## src/rtl/i2creg_pkg.sv

```systemverilog
// Package: shared constants and types for the I2C register-file target.
// Assumes a fixed map of seven 8-bit registers, register 0 read-only.
package i2creg_pkg;
    localparam int NUM_REGS  = 7;
    localparam int REG_W     = 8;
    localparam int PTR_W     = 8;

    typedef enum logic [2:0] {
        ST_IDLE  = 3'd0,
        ST_RX    = 3'd1,
        ST_ACK   = 3'd2,
        ST_TX    = 3'd3,
        ST_TXACK = 3'd4
    } bus_state_t;

    typedef enum logic [1:0] {
        K_ADDR = 2'd0,
        K_PTR  = 2'd1,
        K_DATA = 2'd2
    } byte_kind_t;

    // Writable-bit mask per register; reserved bits are cleared.
    function automatic logic [REG_W-1:0] wr_mask(input int idx);
        if (idx == 1 || idx == 5) return 8'hDF;
        else                      return 8'hFF;
    endfunction
endpackage

```

## src/rtl/i2c_bus_sampler.sv

```systemverilog
// Module: synchronizes SCL and SDA and detects edges and bus conditions.
// Assumes clk oversamples SCL by several cycles per phase; idle bus is high.
module i2c_bus_sampler #(
    parameter int STAGES = 2
) (
    input  logic clk,
    input  logic rst_n,
    input  logic scl_i,
    input  logic sda_i,
    output logic scl_s,
    output logic sda_s,
    output logic scl_rise,
    output logic scl_fall,
    output logic start_det,
    output logic stop_det
);
    localparam int NLINES = 2;

    logic [NLINES-1:0] raw;
    logic [NLINES-1:0] synced;
    logic              scl_p, sda_p;

    assign raw = {scl_i, sda_i};

    genvar g;
    generate
        for (g = 0; g < NLINES; g++) begin : g_line
            logic [STAGES-1:0] chain;
            // Shift each line through its synchronizer chain.
            always_ff @(posedge clk) begin
                if (!rst_n) chain <= '1;
                else        chain <= {chain[STAGES-2:0], raw[g]};
            end
            assign synced[g] = chain[STAGES-1];
        end
    endgenerate

    assign scl_s = synced[1];
    assign sda_s = synced[0];

    // Keep the previous synchronized values for edge detection.
    always_ff @(posedge clk) begin
        if (!rst_n) begin
            scl_p <= 1'b1;
            sda_p <= 1'b1;
        end else begin
            scl_p <= scl_s;
            sda_p <= sda_s;
        end
    end

    assign scl_rise  = scl_s & ~scl_p;
    assign scl_fall  = ~scl_s & scl_p;
    assign start_det = scl_s & scl_p & sda_p & ~sda_s;
    assign stop_det  = scl_s & scl_p & ~sda_p & sda_s;

    a_r9_cond_exclusive: assert property (@(posedge clk) disable iff (!rst_n)
        !(start_det && stop_det));
endmodule

```

## src/rtl/i2c_target_fsm.sv

```systemverilog
// Module: I2C target protocol engine (address match, pointer, read/write bytes).
// Assumes conditions and edges come from i2c_bus_sampler; drives SDA open-drain.
module i2c_target_fsm
    import i2creg_pkg::*;
#(
    parameter logic [6:0] DEV_ADDR = 7'h70
) (
    input  logic             clk,
    input  logic             rst_n,
    input  logic             scl_s,
    input  logic             sda_s,
    input  logic             scl_rise,
    input  logic             scl_fall,
    input  logic             start_det,
    input  logic             stop_det,
    input  logic [REG_W-1:0] rd_data,
    output logic [PTR_W-1:0] ptr,
    output logic             wr_en,
    output logic [REG_W-1:0] wr_data,
    output logic             sda_oe
);
    bus_state_t       state;
    byte_kind_t       kind;
    logic [2:0]       bitcnt;
    logic             full;
    logic             rw;
    logic             mack;
    logic [REG_W-1:0] shreg;
    logic [REG_W-1:0] txsh;

    // Main protocol sequencer: shifts bits, acknowledges, loads read bytes.
    always_ff @(posedge clk) begin
        if (!rst_n) begin
            state   <= ST_IDLE;
            kind    <= K_ADDR;
            bitcnt  <= '0;
            full    <= 1'b0;
            rw      <= 1'b0;
            mack    <= 1'b0;
            shreg   <= '0;
            txsh    <= '0;
            ptr     <= '0;
            wr_en   <= 1'b0;
            wr_data <= '0;
            sda_oe  <= 1'b0;
        end else begin
            wr_en <= 1'b0;
            if (start_det) begin
                state  <= ST_RX;
                kind   <= K_ADDR;
                bitcnt <= '0;
                full   <= 1'b0;
                sda_oe <= 1'b0;
            end else if (stop_det) begin
                state  <= ST_IDLE;
                full   <= 1'b0;
                sda_oe <= 1'b0;
            end else begin
                unique case (state)
                    ST_IDLE: sda_oe <= 1'b0;
                    ST_RX: begin
                        if (scl_rise && !full) begin
                            shreg  <= {shreg[REG_W-2:0], sda_s};
                            bitcnt <= bitcnt + 3'd1;
                            if (bitcnt == 3'd7) full <= 1'b1;
                        end else if (scl_fall && full) begin
                            full   <= 1'b0;
                            bitcnt <= '0;
                            unique case (kind)
                                K_ADDR: begin
                                    if (shreg[7:1] == DEV_ADDR) begin
                                        rw     <= shreg[0];
                                        sda_oe <= 1'b1;
                                        state  <= ST_ACK;
                                    end else begin
                                        state  <= ST_IDLE;
                                    end
                                end
                                K_PTR: begin
                                    ptr    <= shreg;
                                    sda_oe <= 1'b1;
                                    state  <= ST_ACK;
                                end
                                default: begin
                                    wr_en   <= 1'b1;
                                    wr_data <= shreg;
                                    sda_oe  <= 1'b1;
                                    state   <= ST_ACK;
                                end
                            endcase
                        end
                    end
                    ST_ACK: begin
                        if (scl_fall) begin
                            bitcnt <= '0;
                            if (kind == K_ADDR && rw) begin
                                txsh   <= rd_data;
                                sda_oe <= ~rd_data[7];
                                state  <= ST_TX;
                            end else begin
                                sda_oe <= 1'b0;
                                state  <= ST_RX;
                                kind   <= (kind == K_ADDR) ? K_PTR : K_DATA;
                            end
                            if (kind == K_DATA || (kind == K_ADDR && rw))
                                ptr <= ptr + 8'd1;
                        end
                    end
                    ST_TX: begin
                        if (scl_fall) begin
                            bitcnt <= bitcnt + 3'd1;
                            if (bitcnt == 3'd7) begin
                                sda_oe <= 1'b0;
                                state  <= ST_TXACK;
                            end else begin
                                txsh   <= {txsh[REG_W-2:0], 1'b0};
                                sda_oe <= ~txsh[6];
                            end
                        end
                    end
                    ST_TXACK: begin
                        if (scl_rise) begin
                            mack <= ~sda_s;
                        end else if (scl_fall) begin
                            bitcnt <= '0;
                            if (mack) begin
                                txsh   <= rd_data;
                                sda_oe <= ~rd_data[7];
                                ptr    <= ptr + 8'd1;
                                state  <= ST_TX;
                            end else begin
                                state  <= ST_IDLE;
                            end
                        end
                    end
                    default: state <= ST_IDLE;
                endcase
            end
        end
    end

    a_r1_idle_quiet: assert property (@(posedge clk) disable iff (!rst_n)
        (state == ST_IDLE) |-> !sda_oe);
    a_r3_drive_while_low: assert property (@(posedge clk) disable iff (!rst_n)
        $rose(sda_oe) |-> !scl_s);
    a_r4_nack_release: assert property (@(posedge clk) disable iff (!rst_n)
        (state == ST_TXACK && scl_fall && !mack && !start_det && !stop_det)
        |=> (state == ST_IDLE && !sda_oe));
    a_r9_stop_idle: assert property (@(posedge clk) disable iff (!rst_n)
        stop_det && !start_det |=> (state == ST_IDLE && !sda_oe));
    a_r9_start_addr: assert property (@(posedge clk) disable iff (!rst_n)
        start_det |=> (state == ST_RX && kind == K_ADDR && bitcnt == 3'd0 && !wr_en));
endmodule

```

## src/rtl/cfg_reg_bank.sv

```systemverilog
// Module: register storage with write masks and the read multiplexer.
// Assumes single-cycle write strobes; register 0 is assembled from inputs.
module cfg_reg_bank
    import i2creg_pkg::*;
#(
    parameter logic [3:0] VERSION = 4'h0
) (
    input  logic                        clk,
    input  logic                        rst_n,
    input  logic                        wr_en,
    input  logic [PTR_W-1:0]            ptr,
    input  logic [REG_W-1:0]            wr_data,
    input  logic                        spk_fault_i,
    input  logic                        thermal_i,
    output logic [REG_W-1:0]            rd_data,
    output logic [(NUM_REGS-1)*REG_W-1:0] regs_flat
);
    localparam int FLAT_W = (NUM_REGS - 1) * REG_W;

    genvar i;
    generate
        for (i = 1; i < NUM_REGS; i++) begin : g_reg
            logic [REG_W-1:0] q;
            // Store masked write data when this register is addressed.
            always_ff @(posedge clk) begin
                if (!rst_n)
                    q <= '0;
                else if (wr_en && ptr == PTR_W'(i))
                    q <= wr_data & wr_mask(i);
            end
            assign regs_flat[(i-1)*REG_W +: REG_W] = q;
        end
    endgenerate

    // Select the read byte: status, stored register, or zero beyond the map.
    always_comb begin
        if (ptr == '0)
            rd_data = {VERSION, 2'b00, spk_fault_i, thermal_i};
        else if (ptr < PTR_W'(NUM_REGS))
            rd_data = regs_flat[(int'(ptr)-1)*REG_W +: REG_W];
        else
            rd_data = '0;
    end

    a_r7_reserved_clear: assert property (@(posedge clk) disable iff (!rst_n)
        (wr_en && (ptr == 8'd1 || ptr == 8'd5))
        |=> (regs_flat[5] == 1'b0 && regs_flat[4*REG_W+5] == 1'b0));
    a_r6_ignored_writes: assert property (@(posedge clk) disable iff (!rst_n)
        (wr_en && (ptr == '0 || ptr >= PTR_W'(NUM_REGS)))
        |=> $stable(regs_flat[FLAT_W-1:0]));
endmodule

```

## src/rtl/i2c_regfile_target.sv

```systemverilog
// Module: top of the I2C register-file target; wires sampler, engine, bank.
// Assumes clk is at least ~16x the SCL rate; SDA pulled low while sda_oe=1.
module i2c_regfile_target
    import i2creg_pkg::*;
#(
    parameter logic [6:0] DEV_ADDR    = 7'h70,
    parameter logic [3:0] VERSION     = 4'h0,
    parameter int         SYNC_STAGES = 2
) (
    input  logic       clk,
    input  logic       rst_n,
    input  logic       scl_i,
    input  logic       sda_i,
    output logic       sda_oe,
    input  logic       spk_fault_i,
    input  logic       thermal_i,
    output logic [7:0] ctl_flags,
    output logic [4:0] atk_time,
    output logic [2:0] spk_lim,
    output logic [4:0] rel_time,
    output logic [2:0] hp_lim,
    output logic [2:0] amp_mode,
    output logic [4:0] mono_vol,
    output logic [7:0] spk_gain_cfg,
    output logic [7:0] hp_gain_cfg
);
    logic scl_s, sda_s, scl_rise, scl_fall, start_det, stop_det;
    logic             wr_en;
    logic [PTR_W-1:0] ptr;
    logic [REG_W-1:0] wr_data, rd_data;
    logic [(NUM_REGS-1)*REG_W-1:0] regs_flat;

    i2c_bus_sampler #(.STAGES(SYNC_STAGES)) u_sampler (
        .clk(clk), .rst_n(rst_n), .scl_i(scl_i), .sda_i(sda_i),
        .scl_s(scl_s), .sda_s(sda_s), .scl_rise(scl_rise), .scl_fall(scl_fall),
        .start_det(start_det), .stop_det(stop_det)
    );

    i2c_target_fsm #(.DEV_ADDR(DEV_ADDR)) u_fsm (
        .clk(clk), .rst_n(rst_n), .scl_s(scl_s), .sda_s(sda_s),
        .scl_rise(scl_rise), .scl_fall(scl_fall),
        .start_det(start_det), .stop_det(stop_det),
        .rd_data(rd_data), .ptr(ptr), .wr_en(wr_en), .wr_data(wr_data),
        .sda_oe(sda_oe)
    );

    cfg_reg_bank #(.VERSION(VERSION)) u_bank (
        .clk(clk), .rst_n(rst_n), .wr_en(wr_en), .ptr(ptr), .wr_data(wr_data),
        .spk_fault_i(spk_fault_i), .thermal_i(thermal_i),
        .rd_data(rd_data), .regs_flat(regs_flat)
    );

    // Field decode of the stored registers.
    assign ctl_flags    = regs_flat[0*8 +: 8];
    assign atk_time     = regs_flat[1*8+3 +: 5];
    assign spk_lim      = regs_flat[1*8 +: 3];
    assign rel_time     = regs_flat[2*8+3 +: 5];
    assign hp_lim       = regs_flat[2*8 +: 3];
    assign amp_mode     = regs_flat[3*8+5 +: 3];
    assign mono_vol     = regs_flat[3*8 +: 5];
    assign spk_gain_cfg = regs_flat[4*8 +: 8];
    assign hp_gain_cfg  = regs_flat[5*8 +: 8];
endmodule

```

## config.mk

```make
export PLATFORM = sky130hd
export DESIGN_NAME = i2c_regfile_target
export DESIGN_NICKNAME = d
export VERILOG_FILES = /design/src/rtl/i2creg_pkg.sv /design/src/rtl/i2c_bus_sampler.sv /design/src/rtl/i2c_target_fsm.sv /design/src/rtl/cfg_reg_bank.sv /design/src/rtl/i2c_regfile_target.sv
export SDC_FILE = /design/constraint.sdc
export NUM_CORES = 1
export LEC_CHECK = 0
export CAP_MARGIN = 25
export CORE_MARGIN = 3
export CORE_UTILIZATION = 44
export DETAILED_ROUTE_END_ITERATION = 8
export PLACE_DENSITY_LB_ADDON = 0.15
export SETUP_SLACK_MARGIN = 0.3
export SLEW_MARGIN = 30
export SYNTH_ARGS = -nofsm -noshare
export SYNTH_HDL_FRONTEND = slang
export SYNTH_SLANG_ARGS = --single-unit
```

## constraint.sdc

```tcl
create_clock -name clk -period 2.8 [get_ports clk]
set_input_delay 0.56 -clock clk [delete_from_list [all_inputs] [get_ports clk]]
set_output_delay 0.56 -clock clk [all_outputs]
set_load 0.01 [all_outputs]
```

=== Word-level counts from Yosys, hierarchy flattened ===
Index checks and enable logic that the tools add are counted.

* Flip-flop bits (word level): 96
* Input bits: 6
* Output and inout bits: 49
* Logic and storage cells: 178

* Add/sub/neg operators: 3
* $lt $le $gt $ge: 1
* Equality and inequality tests: 37
* Shifts and indexed selects: 1
* Mux-type cells: 56
* Bitwise logic cells: 22
* Reductions and logical operators: 35

{| class="wikitable"
|+ Operator list
! kind !! number
|-
| two-way mux 8 bit || 10
|-
| two-way mux 7 bit || 7
|-
| variable part select 48 x 32 -> 8 bit || 1
|-
| two-way mux 3 bit || 12
|-
| == test 8 x 3 -> 1 bit, second input constant || 3
|-
| one-hot mux 8 bit (3 select lines) || 1
|-
| one-hot mux 7 bit (3 select lines) || 1
|-
| != test 4 x 3 -> 1 bit, second input constant || 5
|-
| two-way mux 1 bit || 17
|-
| == test 8 x 2 -> 1 bit, second input constant || 2
|-
| != test 2 x 1 -> 1 bit, second input constant || 8
|-
| AND reduction 8 bit || 2
|-
| inverter 1 bit || 15
|-
| one-hot mux 3 bit (5 select lines) || 1
|-
| one-hot mux 3 bit (4 select lines) || 1
|-
| AND reduction 4 bit || 3
|-
| AND reduction 11 bit || 1
|-
| two-way mux 2 bit || 5
|-
| != test 2 bit, second input constant || 5
|-
| AND reduction 10 bit || 1
|-
| logical AND 1 bit || 9
|-
| AND reduction 9 bit || 1
|-
| subtractor 8 x 1 -> 9 bit, second input constant || 1
|-
| adder 8 x 1 -> 8 bit, second input constant || 1
|-
| 31 further kinds || 42
|}

=== Longest topological paths before layout ===
Gate-level depths: netlist of run 1.

* Word-level depth: 9
* Depth in mapped cells: 10
* Depth with buffers taken out: 7

=== Modules after synthesis ===
Synthesis of run 1 repeated with hierarchy kept, for this count alone.

* Cell total of the unflattened synthesis: 532
* Area total of the unflattened synthesis: 5167.5 µm²

{| class="wikitable"
|+ Modules (own cells, without submodules)
! module !! times used !! cells an instance !! area an instance (µm²) !! sequential area each (µm²)
|-
| i2c_target_fsm || 1 || 282 || 2509.9 || 880.8
|-
| cfg_reg_bank || 1 || 234 || 2467.4 || 920.9
|-
| i2c_bus_sampler || 1 || 16 || 190.2 || 120.1
|}

=== Least setup slack after synthesis of run 1 ===
Ideal clock, no wire load.

* Path kind: register -> register
* From: reg u_fsm.ptr[0]
* To: reg u_fsm.sda_oe
* Library setup time: 0.086 ns
* Data arrival time: 2.689 ns
* Required time: 2.714 ns
* Path slack: 0.026 ns
* Stages on the path, launching flop included: 10
* Buffers on the path: 2
* Period minus slack after synthesis: 2.774 ns
* Cells stage by stage: dfxtp_1 > buf_2 > buf_1 > inv_1 > ha_1 > xor2_1 > mux4_2 > a21oi_1 > o31ai_1 > a211oi_1

* Cells in the longest elaborated chain, start to end: 9
* Elaborated cells on any way between the ends: 13
* Classes of those cells: 1 x add/sub; 1 x order compare; 1 x shift; 8 x mux; 1 x bitwise; 1 x reduce/logical

{| class="wikitable"
|+ RTL lines
! item !! line !! source
|-
| from (decl) || i2c_target_fsm.sv:17 || <nowiki>output logic [PTR_W-1:0] ptr,</nowiki>
|-
| from (signal assigned) || i2c_target_fsm.sv:80 || <nowiki>ptr <= shreg;</nowiki>
|-
| from (signal assigned) || i2c_target_fsm.sv:106 || <nowiki>ptr <= ptr + 8'd1;</nowiki>
|-
| from (signal assigned) || i2c_target_fsm.sv:129 || <nowiki>ptr <= ptr + 8'd1;</nowiki>
|-
| subtractor 8 x 1 -> 9 bit || cfg_reg_bank.sv:40 || <nowiki>rd_data = regs_flat[(int'(ptr)-1)*REG_W +: REG_W];</nowiki>
|-
| variable part select 48 x 32 -> 8 bit || cfg_reg_bank.sv:40 ||
|-
| two-way mux 8 bit || cfg_reg_bank.sv:39 || <nowiki>else if (ptr < PTR_W'(NUM_REGS))</nowiki>
|-
| two-way mux 8 bit (*) || cfg_reg_bank.sv:37 || <nowiki>if (ptr == '0)</nowiki>
|-
| inverter 1 bit (*) || i2c_target_fsm.sv:98, i2c_target_fsm.sv:128 ||
|-
| two-way mux 1 bit || i2c_target_fsm.sv:126 || <nowiki>if (mack) begin</nowiki>
|-
| two-way mux 1 bit || i2c_target_fsm.sv:124 || <nowiki>end else if (scl_fall) begin</nowiki>
|-
| two-way mux 1 bit || i2c_target_fsm.sv:122 || <nowiki>if (scl_rise) begin</nowiki>
|-
| one-hot mux 1 bit (5 select lines) (*) || i2c_target_fsm.sv:59 || <nowiki>unique case (state)</nowiki>
|-
| to (signal assigned) || i2c_target_fsm.sv:98 || <nowiki>sda_oe <= ~rd_data[7];</nowiki>
|-
| to (signal assigned) || i2c_target_fsm.sv:117 || <nowiki>sda_oe <= ~txsh[6];</nowiki>
|-
| to (signal assigned) || i2c_target_fsm.sv:128 || <nowiki>sda_oe <= ~rd_data[7];</nowiki>
|-
| to (decl) || i2c_target_fsm.sv:20 || <nowiki>output logic sda_oe</nowiki>
|}

Mark *: on every way between the ends. The rest lies on a longest branch, timed or not. The select of a mux whose other input is x is not followed.
A chain may end at the register's enable or synchronous reset.

=== Worst setup path after layout of run 1 ===
* From: reg u_fsm.ptr[3]
* To: reg u_bank.g_reg[6].q[6]

* Cells in the longest elaborated chain, start to end: 2

{| class="wikitable"
|+ RTL lines
! item !! line !! source
|-
| == test 8 x 3 -> 1 bit || cfg_reg_bank.sv:28 || <nowiki>else if (wr_en && ptr == PTR_W'(i))</nowiki>
|-
| logical AND 1 bit || cfg_reg_bank.sv:28 ||
|-
| to (signal assigned) || cfg_reg_bank.sv:29 || <nowiki>q <= wr_data & wr_mask(i);</nowiki>
|-
| to (decl) || cfg_reg_bank.sv:23 || <nowiki>logic [REG_W-1:0] q;</nowiki>
|}

Every way passes these cells.

==> results of run 1 <==
## synth_stat cells (2+ instances only)
library cell	instances	area, µm²
a211oi_1	4	30.0
a21boi_0	3	22.5
a21o_1	2	15.0
a21oi_1	29	145
a221oi_1	2	17.5
a22oi_1	4	30.0
a31oi_1	8	50.1
and3_1	5	31.3
and4_1	3	26.3
buf_2	7	35.0
buf_4	4	30.0
clkbuf_1	24	90.1
dfxtp_1	96	1920
ha_1	7	87.6
inv_1	8	30.0
mux2i_1	65	651
mux4_2	6	135
nand2_1	34	128
nand2b_1	14	87.6
nand3_1	16	80.1
nand3b_1	2	15.0
nand4_1	3	18.8
nand4b_1	3	26.3
nor2_1	78	293
nor2b_1	4	25.0
nor3_1	3	15.0
nor3b_1	4	30.0
nor4_1	4	25.0
nor4b_1	2	17.5
o211ai_1	2	15.0
o21a_1	2	15.0
o21ai_0	17	85.1
o22ai_1	2	12.5
o311ai_0	5	43.8
o31a_1	4	35.0
o31ai_1	11	82.6
o32ai_1	4	35.0
o41a_1	3	33.8
or3b_1	2	17.5
or4_1	2	15.0
xnor2_1	2	17.5
## per-stage QoR
stage | power (W) | hold WS [ps]
floorplan | 0.00150 | 386
global placement | 0.00154 | 389
detailed placement | 0.00154 | 395
CTS | 0.00247 | 413
global route | 0.00254 | 440
finish | 0.00245 | 411
## flip-flops by register name (all words and copies together), names as in the netlist
signal / cells
u_fsm.shreg: 8
u_sampler.scl_p: 1
u_sampler.sda_p: 1
u_fsm.state: 3
u_fsm.mack: 1
u_fsm.kind: 2
u_fsm.sda_oe: 1
u_fsm.wr_data: 8
u_sampler.g_line.chain: 4
u_fsm.txsh: 7
u_bank.g.q: 46
u_fsm.ptr: 8
u_fsm.wr_en: 1
u_fsm.full: 1
u_fsm.bitcnt: 3
u_fsm.rw: 1
## path summary, 6_finish.rpt
path,from,to,slack [ps],depth (start not counted)
worst max-delay path,u_fsm.ptr[3],u_bank.g_reg[6].q[6],490,5
worst min register to register,u_sampler.g_line[0].chain[0],u_sampler.g_line[0].chain[1],410,1
worst min-delay path,u_sampler.g_line[0].chain[0],u_sampler.g_line[0].chain[1],410,1
worst max register to register,u_fsm.ptr[3],u_bank.g_reg[6].q[6],490,5
## worst max-delay path, delay by kind of cell (launching register included)
kind | cells | cell delay, ps
AND/OR/NAND/NOR | 4 | 1600
flip-flops | 1 | 350
multiplexers | 1 | 260
## layout make-up
cell class | count | area share, %
Multi-Input combinational cell | 380 | 46.5
Sequential cell | 96 | 34.6
Timing Repair Buffer | 68 | 11.7
Tap cell | 136 | 3.06
Clock buffer | 13 | 2.86
Clock inverter | 3 | 0.720
Inverter | 8 | 0.540
## metal layers
metal / global-route usage, % / wire [µm]
met1: 31.1 / 5960
met5: 0 / 0
met2: 33.1 / 5780
met3: 4.62 / 593
met4: 6.86 / 176
## cells by family (layout without fill, tap and decap cells)
kind of cell / after synthesis / in the layout / synth area share, %
XOR/XNOR: 3 / 3 / 0.560
AO/OA/AOI/OAI: 111 / 111 / 15.9
flip-flops: 96 / 96 / 41.0
buffers and inverters: 45 / 92 / 4.13
other: 1 / 2 / 0.0799
AND/OR/NAND/NOR: 185 / 185 / 19.5
multiplexers: 72 / 72 / 17.0
adder cells (fa/ha/maj): 7 / 7 / 1.87
## power by group
part / switching, W / leakage (nW) / internal (W)
Sequential: 0.00000636 / 0.775 / 0.00137
Clock: 0.000472 / 0.103 / 0.000460
Combinational: 0.0000849 / 1.20 / 0.0000510
Total: 0.000563 / 2.08 / 0.00188
==> impl_summary.md, run 1 <==
CTS
The number of CTS-inserted buffers is 9. Clock latency on the worst-skew pair, taken at its later pin, is 380 ps. After clock tree synthesis, the flow added hold-fix buffers numbering 0.

In this run the deepest clock path goes through 2 buffers. The clock tree root buffer cell is clkbuf_8. Counting every sink on the clock net gives 96. CTS built an H-tree with a depth of 3. The clock-pin slew on the worst setup and hold paths is 90 ps.

The post-cts sizing count is 0. The setup fix buffers added after clock tree synthesis is 0. TritonCTS built the clock tree.

Placement
Before CTS, the worst setup slack after placement is 520 ps. The HPWL reported at the end of detailed placement is 8820 µm. Input and output buffers added on the ports amount to 52. The placed cell count is 688. After detailed placement, the total cell area comes to 5360 µm². The last weighted congestion value of the routability-driven placer is 0.914.

Worst setup path
The required time of the worst setup path is 3080 ps. The largest individual stage delay along the critical path comes from the cell and4_1. The critical path goes through or4_1 -> nor2_1 -> and4_1 -> mux2i_1 -> nor2_1. The critical path class is reg -> reg.

The cell that appears most often on the critical path is nor2_1. The kind of start point of the critical path is a flop. The arrival time reported for the critical path endpoint is 2580 ps.

On the worst path, the slowest cell contributes a delay of 670 ps. In this run the worst path has a maximum fanout of 8. The capturing element type of the critical path is a flop.

Timing
Across all setup checks in the final design, the least slack found is 494 ps. The final number of hold-violating endpoints is 0. At the pin with the least slew margin, the transition time is 674 ps. Setup violations remaining at the end of the flow were counted as 0. The highest clock rate is 434 MHz. The relative slew slack is 55.1%. The sum of negative setup slack is 0 ps. The post-route clock period utilization is 82.4%.

The number of max-slew violations in the final report is 0. Setup repair after global routing left no endpoint under its margin. Counting I/O delays and the setup requirement, the final critical path takes 2310 ps.

Clock skew on the completed layout was measured at 14.5 ps.

Cells and area
The fraction of final layout cells with drive strength greater than 1 is 7.57%. The final core utilization is 53.6%. In the final layout, the multi-input gates occupy 2590 µm². The count of antenna diodes in the layout is 0. The design area is 5560 µm². The net count of the finished layout is 576.

In the layout the commonest cells are dfxtp_1 (95), nor2_1 (78), mux2i_1 (65), clkdlybuf4s50_1 (52), nand2_1 (34). The sequential cell area in the final layout is 1920 µm². The number of non-filler instances in the completed layout is 704.

Leaving out fill and tap cells, the most frequent cell in the layout is dfxtp_1. The filler cell count in the final layout is 982. From synthesis to final layout, the design area changed by 18.6%.

Logic synthesis
The post-synthesis instance total is 520. For this run, the leading register cell type out of synthesis is dfxtp_1. The post-synthesis sequential area ratio is 41.0%. Summing every instance area after synthesis gives 4690 µm².

The number of flip-flops and latches in the synthesized netlist is 96. The count of distinct cell types in the synthesized netlist is 61. The count of flip-flops with a built-in enable after synthesis is 0. Dividing the synthesized area by the synthesized cell count gives 9.02 µm². The fraction of synthesis flops using an asynchronous set or reset pin is 0%. During synthesis, Yosys emitted a total of 0 warnings.

Job
The number of max-capacitance violations reported is 0.

Floorplanning
55 I/O pins were placed. The total number of placement rows is 37. The die covers 11900 µm². The die outline width is 109 µm.

The die span in y is 109 µm. The core region is 10400 µm². The starting density of the core is 45.2%.

Status
The run finished with clean final reports.

Route
The ratio of routed vias to standard cells is 5.77. After detailed routing, the number of remaining DRC violations is 0. The first routing iteration left 346 violations. The routed layout has 4065 vias. In the final routed layout, each cell accounts on average for 17.8 µm.

The antenna violation net count after detailed routing is 0. The detailed-router iteration count before antenna repair is 5. The post-detailed-routing wire length is 12500 µm.

Global route
The first global-routing pass estimated 20100 µm of wire. The initial antenna violation count is 0. The number of global-route vias before repair is 3777. Summed over all layers, the global routing overflow is 0. Entering global routing, the biggest net connects 34 pins. The global routing usage summed across all routing layers is 21.8%.

Power and ir drop
The worst supply voltage drop on vdd is 286 µV. For this design the ratio of total power to cell area is 440 nW/µm². In this run the static leakage power is 2.08 nW.

Hold path
The min-delay analysis places its worst path in the category reg -> reg.
Note: power is estimated with default switching activity, not from simulation.
==> run 2: changes to the inputs <==
Clock period 2.8 ns to 2.3 ns, I/O delays scaled along.
==> run 2 against run 1 <==
Effect of this change:
- flip-flop and latch count is the same
- non-clock buffer count grew 27
- die area is the same
- cell area grew 6.5%
- critical path type unchanged
- largest cell class unchanged
- highest routed layer unchanged
==> impl_summary.md, run 2 (same netlist as run 1, synthesis figures left out) <==
Timing
Setup repair after global routing could not meet its margin everywhere. The highest clock rate was 500 MHz (+15%). The number of max-slew violations in the final report is 0 (unchanged). The sum of negative setup slack came to 0 ps (unchanged). The relative slew slack is 62.6% (+7.5 points). The setup slack of the critical path after layout is 302 ps (-192 ps). The post-route minimum period is 2000 ps (-308 ps). The transition at the pin with the smallest max-transition slack is 555 ps (-118 ps). The worst clock skew was 11.5 ps (-3.03 ps). The number of failing setup endpoints in the final timing report was 0 (unchanged). The final number of hold-violating endpoints is 0 (unchanged). The worst hold slack is 434 ps (+23.5 ps). The post-route clock period utilization is 86.9% (+4.5 points).

Status
The flow ran to the end, and the final reports show no timing, DRC or antenna violations.

Power and ir drop
The leakage component of the power came to 2.22 nW (+6.7%). The proportion of total power due to net switching is 24.4% (+1.3 points). The total power draw came to 0.00290 W (+18%). The worst supply voltage drop on vdd is 339 µV (+18%). The share of total power in the clock network is 35.7% (-2.4 points). The combinational share of power is 6.4% (+0.8 points). The net switching power was 0.000706 W (+25%).

The cell-internal power is 0.00219 W (+16%). The sequential cell fraction of total power is 57.9% (+1.6 points). The power density relative to cell area is 489 nW/µm² (+11%).

Placement
The worst-case setup slack after placement is 213 ps (-307 ps). The last weighted congestion value of the routability-driven placer is 0.904 (-1.1%). The HPWL reported at the end of detailed placement is 9210 µm (+4.4%).

The placed cell count is 705 (+2.5%). The number of buffers inserted by port buffering was 52 (unchanged).

Cells and area
The fraction of final layout cells with drive strength greater than 1 is 15.5% (+7.9 points). The area added between synthesis and finish is 26.3%. The count of antenna diodes in the layout is 0 (unchanged). In the layout the commonest cells are dfxtp_1 (89), nor2_1 (77), mux2i_1 (65), clkdlybuf4s50_1 (52), buf_4 (38). The number of non-filler instances in the completed layout is 731 (+3.8%). The flip-flop count of the largest register after layout is 46 (unchanged).

The number of nets in the final layout is 604 (+4.9%). The most common cell after layout, fill and taps aside is dfxtp_1. The largest register by flop count is u_bank.g.q.

Worst setup path
Walking the worst path, the cells encountered are buf_4 -> or3b_4 -> o41a_1 -> o41a_1 -> or4_1 -> a31oi_1. STA classifies the critical path startpoint as a flop. The arrival time reported for the critical path endpoint is 2290 ps (-290 ps). The critical path's top delay family is simple AND/OR/NAND/NOR gates.

The cell with the most instances on the worst path is o41a_1. The number of buffer and inverter stages on the critical path came to 1 (+1). On the critical path, the stage with the largest delay is an instance of or4_1. The required time of the worst setup path was 2590 ps (-490 ps). The highest cell delay on the worst timing path is 480 ps (-190 ps). The capturing element type of the critical path is a flop.

The critical-path maximum fanout is 9 (+1). The critical path class is reg -> reg.

Route
The DRC marker count from the first detailed-route iteration is 225 (-35%). The post-detailed-routing wire length is 13300 µm (+6.1%). The average detailed-routed wire length per instance is 18.2 µm (+2.2%).

The total DRC errors in the routed layout is 0 (unchanged). The antenna violation net count after detailed routing was 0 (unchanged). The detailed-router iteration count before antenna repair is 5 (unchanged). The ratio of routed vias to standard cells is 5.81 (+0.67%). The number of vias after detailed routing is 4249 (+4.5%).

Global route
The global routing usage summed across all routing layers is 21.7% (-0.14 points). The initial antenna violation count was 0 (unchanged). The maximum number of pins on one net before global-route repair is 38 (+12%). The number of global-route vias before repair is 3901 (+3.3%). The aggregate global routing overflow came to 0 (unchanged). The global-route wire length before repair is 20300 µm (+0.96%).

Floorplanning
The starting density of the core came to 45.2% (unchanged). The die outline width is 109 µm (unchanged). The die span in y is 109 µm (unchanged). The number of top-level pins is 55 (unchanged). The area enclosed by the die boundary was 11900 µm² (unchanged). The core footprint was 10400 µm² (unchanged). The total number of placement rows is 37 (unchanged).

CTS
The maximum clock path buffer count came to 2 (unchanged). The CTS tree is done. The number of CTS-inserted buffers came to 9 (unchanged). The post-cts hold buffer count is 0 (unchanged).

The count of H-tree levels built during CTS is 3 (unchanged). The total clock sinks came to 96 (unchanged). The insertion delay of the later-clocked pin in the worst-skew pair is 370 ps (about the same). The root buffer cell chosen for the clock tree is clkbuf_8.

The clock-pin slew on the worst setup and hold paths came to 90 ps (about the same).

Hold path
The type of the worst min-delay path is reg -> reg.

Job
The number of max-capacitance violations reported is 0 (unchanged).
## run 2: timing repair
item                       CTS  global route
setup endpoints to repair   20            38
gates resized for setup      8            30
gates cloned                 1             2
pin swaps                    4            11
buffers inserted             1             7
## run 2: cell type report
| class | count | area [µm²] |
|---|---|---|
| Inverter | 8 | 30.0 |
| Clock inverter | 2 | 15.0 |
| Fill cell | 957 | 4440 |
| Sequential cell | 96 | 1940 |
| Clock buffer | 13 | 159 |
| Multi-Input combinational cell | 381 | 2730 |
| Tap cell | 136 | 170 |
| Timing Repair Buffer | 95 | 882 |
## run 2: per-layer routing
| layer | routed length (µm) | vias up | track usage [%] |
|---|---|---|---|
| li1 | - | 2037 | - |
| met1 | 6320 | 2093 | 30.2 |
| met2 | 6270 | 102 | 34.9 |
| met3 | 484 | 17 | 2.43 |
| met4 | 198 | 0 | 7.66 |
| met5 | 0 | - | 0 |
## run 2: power groups by stage
stage          Combinational, W  Sequential, W  Clock (W)
4_1_cts                0.000172        0.00168    0.00105
6_report               0.000185        0.00168    0.00103
3_5_place_dp           0.000171        0.00172          0
5_1_grt                0.000200        0.00168    0.00110
3_3_place_gp           0.000171        0.00172          0
2_1_floorplan          0.000114        0.00171          0
## run 2: path summary, 6_finish.rpt
check / start / slack [ps] / cells past startpoint / end
worst min-delay path: u_sampler.g_line[1].chain[0] / 430 / 1 / u_sampler.g_line[1].chain[1]
worst max-delay path: u_fsm.state[0] / 300 / 6 / u_fsm.ptr[0]
worst min register to register: u_sampler.g_line[1].chain[0] / 430 / 1 / u_sampler.g_line[1].chain[1]
worst max register to register: u_fsm.state[0] / 300 / 6 / u_fsm.ptr[0]
## run 2: worst reg2reg max path: stages (launching register included)
cell and delay (ps):
dfxtp_2 340, buf_4 160, or3b_4 400, o41a_1 170, o41a_1 200, or4_1 480, a31oi_1 170
## run 2: metrics by stage
stage / util, % / cell area [µm²]
floorplan: - / 4750
global placement: 53.3 / 5530
detailed placement: 53.3 / 5530
CTS: 55.3 / 5730
global route: 57.1 / 5930
finish: 57.1 / 5930
==> run 3: changes to the inputs <==
Settings changed: TNS_END_PERCENT from default to 50.
==> run 3 against run 2 <==
Effect of this change:
- total power decreased by 0.19%
- clock skew about the same
- fmax about the same
==> impl_summary.md, run 3 (same netlist as run 1, synthesis figures left out) <==
Status
The flow ran to the end, and the final reports show no timing, DRC or antenna violations.

Power and ir drop
The power density relative to cell area came to 490 nW/µm² (+0.19%). The worst supply voltage drop on vdd is 337 µV (-0.50%). The sequential cell fraction of total power was 58.0% (about the same). The leakage component of the power was 2.21 nW (-0.36%). The share of total power in the clock network is 35.6% (about the same).

The net switching power is 0.000700 W (-0.77%). The proportion of total power due to net switching is 24.2% (-0.14 points). The cell-internal power is 0.00219 W (about the same). The combinational share of power is 6.3% (about the same). The total power draw was 0.00289 W (-0.19%).

Global route
The aggregate global routing overflow is 0 (unchanged). The global routing usage summed across all routing layers is 21.7% (-0.028 points). The global routing usage on met3 came to 2.19% (-0.24 points). The maximum number of pins on one net before global-route repair was 38 (unchanged). The initial antenna violation count is 0 (unchanged). The global routing usage on met1 is 30.5% (+0.25 points).

The number of global-route vias before repair came to 3875 (-0.67%). The met2 routing resource usage after global routing came to 34.9% (-0.044 points). The most heavily used metal layer in global routing is met2. The global-route wire length before repair is 20200 µm (-0.17%).

CTS
The count of H-tree levels built during CTS is 3 (unchanged). The maximum clock path buffer count is 2 (unchanged). The cell sitting at the root of the clock tree is a clkbuf_8. The clock-pin slew on the worst setup and hold paths came to 90 ps (about the same). The number of CTS-inserted buffers was 9 (unchanged). The insertion delay of the later-clocked pin in the worst-skew pair is 370 ps (about the same).

TritonCTS built the clock tree. The total clock sinks was 96 (unchanged).

Cells and area
The filler cell count in the final layout is 951 (-0.63%). The fraction of final layout cells with drive strength greater than 1 came to 15.2% (-0.31 points). The flip-flop count of the largest register after layout was 46 (unchanged). The sequential cell area in the final layout came to 1940 µm² (about the same). The count of antenna diodes in the layout is 0 (unchanged). The area of the multi-input gates is 2720 µm² (-0.59%). The number of non-filler instances in the completed layout was 730 (-0.14%).

The top cell types in the final layout, fill and taps aside, are dfxtp_1 (88), nor2_1 (77), mux2i_1 (65), clkdlybuf4s50_1 (52), buf_4 (37). The number of nets in the final layout came to 603 (-0.17%). The library cell used most frequently in the layout, excluding fill and tap cells, is dfxtp_1. Relative to the synthesized area, the layout overhead comes to 25.8%. More flip-flops sit in one register than any other, and that register is u_bank.g.q.

The final core utilization was 56.9% (-0.22 points).

Route
The detailed-router iteration count before antenna repair is 5 (unchanged). The antenna violation net count after detailed routing was 0 (unchanged). The post-detailed-routing wire length is 13200 µm (-0.47%). The DRC marker count from the first detailed-route iteration is 211 (-6.2%). The number of vias after detailed routing is 4232 (-0.40%). The average detailed-routed wire length per instance is 18.1 µm (-0.34%). The ratio of routed vias to standard cells is 5.80 (-0.26%). The total DRC errors in the routed layout is 0 (unchanged).

Worst setup path
The critical path class is reg -> reg. The worst setup path is captured at a flop. Among all stages on the critical path, the largest delay is contributed by o41a_1. The worst setup path is launched from a flop. The arrival time reported for the critical path endpoint is 2290 ps (about the same). The required time of the worst setup path is 2590 ps (about the same). The signal on the critical path passes through nor2b_4 -> buf_4 -> nand3_2 -> o41a_1 -> or4_1 -> a31oi_1. The highest cell delay on the worst timing path is 480 ps (about the same).

The critical-path maximum fanout is 5 (-4).

Timing
The worst hold slack came to 432 ps (-2.69 ps). The transition at the pin with the smallest max-transition slack is 522 ps (-33.0 ps). The post-route clock period utilization is 86.8% (about the same). The highest clock rate is 501 MHz (about the same). Setup repair after global routing could not meet its margin everywhere. The worst clock skew is 11.8 ps (+0.265 ps). The number of max-slew violations in the final report is 0 (unchanged).

The relative slew slack is 64.8% (+2.2 points). The final number of hold-violating endpoints is 0 (unchanged). The number of failing setup endpoints in the final timing report is 0 (unchanged). The post-route minimum period is 2000 ps (-0.646 ps). The sum of negative setup slack is 0 ps (unchanged).

Placement
The placed cell count is 705 (unchanged). The HPWL reported at the end of detailed placement was 9210 µm (unchanged). The last weighted congestion value of the routability-driven placer came to 0.904 (unchanged). The number of buffers inserted by port buffering is 52 (unchanged).

Floorplanning
The total number of placement rows is 37 (unchanged). The number of top-level pins is 55 (unchanged). The die span in y came to 109 µm (unchanged).

The starting density of the core is 45.2% (unchanged). The die outline width was 109 µm (unchanged). The area enclosed by the die boundary was 11900 µm² (unchanged). The core footprint is 10400 µm² (unchanged).

Hold path
The type of the worst min-delay path is reg -> reg.

Job
The number of max-capacitance violations reported is 0 (unchanged).
[run 3: worst max-delay path, delay by kind of cell, from the launching register on]
kind | cells | cell delay [ps]
buffers and inverters | 1 | 140
DFF | 1 | 370
AOI/OAI and AO/OA | 2 | 650
and+or+nand+nor | 3 | 750
[run 3: cell type report]
class	count	share of cell area, %
Timing Repair Buffer	94	14.8
Clock buffer	13	2.69
Sequential cell	96	32.8
Multi-Input combinational cell	381	46.0
Inverter	8	0.509
Tap cell	136	2.88
Clock inverter	2	0.254
[run 3: timing repair]
action                                  in CTS  in global routing
endpoints found under the setup margin      20                 37
hold buffers                                 0                  0
pin swaps                                    4                 11
buffers inserted                             1                  6
resized for setup                            7                 28
cloned                                       1                  2
[run 3: power groups by stage]
stage	clock, W	sequential (W)	combinational, W
floorplan	0	0.00171	0.000114
global placement	0	0.00172	0.000171
detailed placement	0	0.00172	0.000171
CTS	0.00105	0.00168	0.000172
global route	0.00110	0.00168	0.000199
finish	0.00103	0.00168	0.000183
[run 3: final timing paths]
check	startpoint	to	slack (ps)	cells past startpoint
hold reg to reg	u_sampler.g_line[1].chain[0]	u_sampler.g_line[1].chain[1]	430	1
hold / removal	u_sampler.g_line[1].chain[0]	u_sampler.g_line[1].chain[1]	430	1
setup reg to reg	u_sampler.scl_p	u_fsm.ptr[0]	300	6
setup / recovery	u_sampler.scl_p	u_fsm.ptr[0]	300	6
[run 3: routing by layer]
layer | part of all wire (%) | vias up | routed length, µm
li1 | - | 2031 | -
met1 | 48 | 2077 | 6280
met2 | 47 | 110 | 6220
met3 | 4.0 | 14 | 533
met4 | 1.3 | 0 | 175
met5 | 0 | - | 0
[run 3: stage by stage]
step,setup slack [ps],area [µm²]
final,303,5900
after global routing,234,5900
after CTS,250,5730
after detailed placement,213,5530
after global placement,233,5530
after floorplan,313,4750
